<file path="src/rtl/flash_tog_pkg.sv">
package flash_tog_pkg;

   typedef enum logic [2:0] {
      MODE_IDLE     = 3'd0,
      MODE_PROG     = 3'd1,
      MODE_ERASE    = 3'd2,
      MODE_SUS_READ = 3'd3,
      MODE_SUS_PROG = 3'd4
   } op_mode_e;

   function automatic int sector_idx_width(input int n);
      return (n > 1) ? $clog2(n) : 1;
   endfunction

endpackage

</file>
<file path="src/rtl/flash_tog_bit.sv">
module flash_tog_bit #(
   parameter logic RESET_VAL = 1'b0
) (
   input  logic clk,
   input  logic rst_n,
   input  logic flip,
   output logic q
);

   always_ff @(posedge clk or negedge rst_n) begin
      if (!rst_n)
         q <= RESET_VAL;
      else if (flip)
         q <= ~q;
   end

endmodule

</file>
<file path="src/rtl/flash_tog_qualify.sv">
module flash_tog_qualify
   import flash_tog_pkg::*;
#(
   parameter int NUM_SECTORS = 16,
   parameter int SECT_W      = 4
) (
   input  logic [2:0]             mode,
   input  logic [NUM_SECTORS-1:0] sect_mask,
   input  logic                   rd_stb,
   input  logic [SECT_W-1:0]      rd_sector,
   output logic                   pri_flip,
   output logic                   sec_flip,
   output logic                   force_one
);

   logic hit;
   logic pri_active;
   logic sec_active;
   logic sus_prog;

   // Membership: direct index when every code maps to a sector,
   // otherwise a guarded compare so spare codes never alias.
   generate
      if ((1 << SECT_W) == NUM_SECTORS) begin : g_direct
         assign hit = sect_mask[rd_sector];
      end else begin : g_guarded
         always_comb begin
            hit = 1'b0;
            for (int i = 0; i < NUM_SECTORS; i++) begin
               if (rd_sector == SECT_W'(i))
                  hit = sect_mask[i];
            end
         end
      end
   endgenerate

   always_comb begin
      pri_active = 1'b0;
      sec_active = 1'b0;
      sus_prog   = 1'b0;
      case (op_mode_e'(mode))
         MODE_PROG:     pri_active = 1'b1;
         MODE_ERASE: begin
            pri_active = 1'b1;
            sec_active = 1'b1;
         end
         MODE_SUS_READ: sec_active = 1'b1;
         MODE_SUS_PROG: begin
            pri_active = 1'b1;
            sus_prog   = 1'b1;
         end
         default: ;
      endcase
   end

   assign pri_flip  = rd_stb & pri_active;
   assign sec_flip  = rd_stb & sec_active & hit;
   assign force_one = sus_prog & ~hit;

endmodule

</file>
<file path="src/rtl/flash_status_toggle.sv">
module flash_status_toggle
   import flash_tog_pkg::*;
#(
   parameter  int NUM_SECTORS = 16,
   localparam int SECT_W      = sector_idx_width(NUM_SECTORS)
) (
   input  logic                   clk,
   input  logic                   rst_n,
   input  logic [2:0]             mode,
   input  logic [NUM_SECTORS-1:0] sect_mask,
   input  logic                   rd_stb,
   input  logic [SECT_W-1:0]      rd_sector,
   output logic                   tog_pri,
   output logic                   tog_sec
);

   generate
      if (NUM_SECTORS < 1) begin : g_bad_sectors
         $error("flash_status_toggle: NUM_SECTORS must be at least 1");
      end
      if ((1 << SECT_W) < NUM_SECTORS) begin : g_bad_width
         $error("flash_status_toggle: sector index too narrow");
      end
   endgenerate

   logic pri_flip;
   logic sec_flip;
   logic force_one;
   logic pri_q;
   logic sec_q;
   logic force_q;

   flash_tog_qualify #(
      .NUM_SECTORS (NUM_SECTORS),
      .SECT_W      (SECT_W)
   ) u_qualify (
      .mode      (mode),
      .sect_mask (sect_mask),
      .rd_stb    (rd_stb),
      .rd_sector (rd_sector),
      .pri_flip  (pri_flip),
      .sec_flip  (sec_flip),
      .force_one (force_one)
   );

   flash_tog_bit #(.RESET_VAL(1'b0)) u_pri (
      .clk   (clk),
      .rst_n (rst_n),
      .flip  (pri_flip),
      .q     (pri_q)
   );

   flash_tog_bit #(.RESET_VAL(1'b0)) u_sec (
      .clk   (clk),
      .rst_n (rst_n),
      .flip  (sec_flip),
      .q     (sec_q)
   );

   // The forced-one flag is reloaded by every read strobe.
   always_ff @(posedge clk or negedge rst_n) begin
      if (!rst_n)
         force_q <= 1'b0;
      else if (rd_stb)
         force_q <= force_one;
   end

   assign tog_pri = pri_q;
   assign tog_sec = sec_q | force_q;

endmodule

</file>
<file path="config.mk">
export PLATFORM = sky130hd
export DESIGN_NAME = flash_status_toggle
export DESIGN_NICKNAME = d
export VERILOG_FILES = /design/src/rtl/flash_tog_pkg.sv /design/src/rtl/flash_tog_bit.sv /design/src/rtl/flash_tog_qualify.sv /design/src/rtl/flash_status_toggle.sv
export SDC_FILE = /design/constraint.sdc
export NUM_CORES = 1
export LEC_CHECK = 0
export BUFFER_PORTS_ARGS = -buffer_cell sky130_fd_sc_hd__buf_4
export CORE_AREA = 2 2 39 41
export DETAILED_ROUTE_END_ITERATION = 8
export DIE_AREA = 0 0 41 43
export PLACE_DENSITY = 0.58
export SYNTH_ARGS = -nofsm -noshare
export SYNTH_HDL_FRONTEND = slang
export SYNTH_SLANG_ARGS = --single-unit
export TNS_END_PERCENT = 1
</file>
<file path="constraint.sdc">
create_clock -name clk -period 0.9 [get_ports clk]
set_clock_uncertainty 0.05 [all_clocks]
set_input_delay 0.09 -clock clk [delete_from_list [all_inputs] [get_ports clk]]
set_output_delay 0.09 -clock clk [all_outputs]
set_load 0.05 [all_outputs]
</file>
==> summary.md <==
| Metric | Value |
|---|---|
| Cell count after synthesis | `19` |
| Final routed wirelength across all metal layers | `768 um` |
| Met3 wire length | `110 um` |
| Via-to-Cell Ratio | `4.41` |
| First element of the critical path | `rd_sector[2]` |
| Hold Path Class | `in -> reg` |
| Post-synthesis compound-gate area fraction | `0.0667` |
| Maximum count of clock buffers along a single path | `2` |
| I/O pin total | `28` |
| Antenna Violating Nets Remaining | `0` |
| Gate power share | `0.551` |
| Per-cell routed wire length | `11.1 um` |
| Internal power | `638 uW` |
| Number of distinct library cell variants in the gate-level netlist after synthesis | `13` |
| Startpoint class of the critical path | `primary input` |
| Maximum level of the CTS H-tree | `1` |
| Count of yosys warnings during synthesis | `0` |
| Leading cell types in the layout, fill and taps excluded | `26 x buf_4, 5 x mux4_2, 3 x clkbuf_4, 3 x dfrtp_1` |
| Launch point of the worst reg-to-reg path | `force_q$_DFFE_PN0P_` |
| Register area share after synthesis | `0.267` |
| Net switching fraction of the power | `0.361` |
| Routability congestion estimate from global placement | `0.666` |
| Relative contribution of sequential cells to total power | `0.214` |
| Setup repair after global routing missed its margin | `yes` |
| Mux contribution to synthesized area | `0.453` |
| Routed length on met1 | `271 um` |
| Remaining DRCs | `0` |
| TritonCTS sink count | `3` |
| Master of the slowest instance on the critical path | `mux4_2` |
| Ant. Diodes | `0` |
| Final global-route overflow total | `0` |
| Largest fanout on the critical path | `4` |
| Post-place setup slack | `-0.687 ns` |
| Post-CTS setup buffer count | `0` |
| Ranking of synthesized cells by area | `mux4_1 37%, dfrtp_1 27%, mux4_2 8.0%, xnor2_1 6.2%, nand4b_2 5.3%` |
| Clock latency of the later-clocked register in the worst-skew pair | `0.23 ns` |
| Buffers on Ports | `27` |
| Total via count after detailed routing | `304` |
| TritonCTS clock tree | `yes` |
| Hold Fails Final Rpt | `0` |
| Area of the multi-input gates | `196 um^2` |
| Total length of routed met2 wires | `374 um` |
| Setup TNS after final layout | `-1.02 ns` |
| Antenna violations before repair | `0` |
| Register area | `75.1 um^2` |
| Arrival time of data at the critical path endpoint | `1.39 ns` |
| Die X-Extent | `41 um` |
| Iter 0 DRT Violations | `0` |
| CTS Root Buffer Type | `clkbuf_4` |
| Initial cell density of the core | `0.203` |
| Delay contributed by the slowest stage of the critical path | `0.52 ns` |
| Status | `complete, but fails checks` |
| Dominant combinational cell family by area after synthesis | `multiplexers` |
| Overall global routing resource usage | `0.106` |
| Headroom to the max-slew limit | `0.865` |
| Standard-cell rows | `14` |
| Number of buffers and inverters on the critical path | `1` |
| Number of cells in the finished layout apart from fillers | `69` |
| Final setup violation count | `4` |
| Seq cells post-synth | `3` |
| Dominant cell type by area after synthesis | `mux4_1` |
| Area of the mapped netlist | `282 um^2` |
| Area of the die | `1760 um^2` |
| Nature of the critical path endpoint | `register` |
| Cells along the critical path | `buf_12, mux4_2, mux4_2, nand4b_4, xnor2_1` |
| Syn-to-layout area delta | `102%` |
| Kind of cell adding the most delay to the critical path | `multiplexers` |
| Most common library cell in the layout ignoring fill and taps | `buf_4` |
| Final count of pins violating max slew | `0` |
| Dpl cells | `64` |
| Parity-gate share of the synthesized area counting xor and xnor cells | `0.0933` |
| Slew at the pin with the worst max-slew slack | `0.201 ns` |
| Power density over cell area | `1750 nW/um^2` |
| Avg Synthesized Cell Area | `14.8 um^2` |
| Violations in the final reports | `negative setup slack` |
| Worst voltage drop across the vdd grid | `0.709 mV` |
| Final clock period utilization by the worst path | `1.43` |
| Post-synthesis simple-gate area fraction | `0.107` |
| Power share of the clock group | `0.235` |
| Arithmetic-cell share of the synthesized area counting full adders, half adders and majority gates | `0` |
| Max frequency | `780 MHz` |
| Pin count of the biggest net entering global routing | `5` |
| Vias in the first global route | `334` |
| First-pass GRT wire length | `1230 um` |
| Crit path time final | `1.28 ns` |
| Standard cell core area | `1380 um^2` |
| Number of fill cells | `142` |
| Psw | `360 uW` |
| Number of max-cap violations | `0` |
| DP HPWL | `685 um` |
| Max Used Layer | `met4` |
| Final worst slack | `-0.383 ns` |
| Category of the critical setup timing path | `in -> reg` |
| Share of the synthesized area in the top cell type | `0.373` |
| Clock transition at the register clock pins on the worst setup and hold paths after CTS | `0.04 ns` |
| Synthesized Nets | `45` |
| Die Ht | `43 um` |
| Hold Path Origin | `rd_stb` |
| Cell seen most often among critical-path stages | `mux4_2` |
| Leakage Power | `0.270 nW` |
| Share of final-layout standard cells stronger than drive strength 1 | `0.736` |
| Final-stage net count | `80` |
| Number of iterations in the first detailed-routing pass | `1` |
| Total CTS buffers | `3` |
| Worst path required time | `1.01 ns` |
[state kept, by name (all words and copies together), names as in the netlist]
| signal | cells |
|---|---|
| force_q | 1 |
| u_sec.q | 1 |
| u_pri.q | 1 |
[Yosys cell counts]
master and count:
dfrtp_1 3, xnor2_1 2, xor2_1 1, o21ai_0 1, mux4_1 4, or2_2 1
o22ai_1 1, inv_1 1, nor2_1 1, nand4b_2 1, o211ai_1 1, mux4_2 1
nand3_1 1
[power groups by stage]
stage | logic [mW] | registers, mW | clock network (mW)
global placement | 0.509 | 0.213 | 0
detailed placement | 0.515 | 0.211 | 0
floorplan | 0.207 | 0.295 | 0
finish | 0.550 | 0.214 | 0.234
CTS | 0.556 | 0.215 | 0.246
global route | 0.584 | 0.219 | 0.264
[per-stage QoR]
step	area (um^2)	hold WS, ns	power [mW]	util
4_1_cts	564	0.0472	1.02	0.408
2_1_floorplan	275	-0.256	0.502	-
3_3_place_gp	513	-0.168	0.722	0.371
3_5_place_dp	513	-0.169	0.726	0.371
5_1_grt	569	0.0642	1.07	0.411
6_report	569	0.0543	0.998	0.411
[final timing paths]
path / to / depth (start not counted) / slack (ns)
min reg2reg: u_pri.q$_DFFE_PN0P_ / 1 / 0.44
max: u_sec.q$_DFFE_PN0P_ / 5 / -0.38
max reg2reg: force_q$_DFFE_PN0P_ / 3 / 0.12
min in group asynchronous: u_sec.q$_DFFE_PN0P_ / 2 / 0.13
max in group asynchronous: u_pri.q$_DFFE_PN0P_ / 2 / 0.57
min: force_q$_DFFE_PN0P_ / 2 / 0.05
[what timing repair did]
item                       in CTS  in global routing
gates resized for setup         4                  1
hold endpoints to repair        3                  0
hold buffers                    1                  0
pin swaps                       2                  2
setup endpoints to repair       4                  4
[worst register-to-register path: stages (launching register included)]
cell	delay [ns]
dfrtp_1	0.37
buf_4	0.13
inv_1	0.05
o22ai_1	0.07
[cell type report]
cell class | count | share of cell area
flip-flops and latches | 3 | 0.132
inverters | 1 | 0.00659
clock buffers | 4 | 0.0462
repair buffers | 30 | 0.435
well taps | 16 | 0.0352
multi-input cells | 15 | 0.345
[metal layers]
layer | global-route usage | up-vias
met5 | 0 | -
met4 | 0.0800 | 0
met3 | 0.0366 | 2
met2 | 0.163 | 30
met1 | 0.113 | 126
li1 | - | 146
[cells by family (layout without fill, tap and decap cells)]
kind of cell	count (synthesis)	after routing
AO/OA/AOI/OAI	3	3
AND/OR/NAND/NOR	4	4
XOR/XNOR	3	3
flip-flops	3	3
buffers and inverters	1	35
multiplexers	5	5
Power figures use the tool's default switching activity.
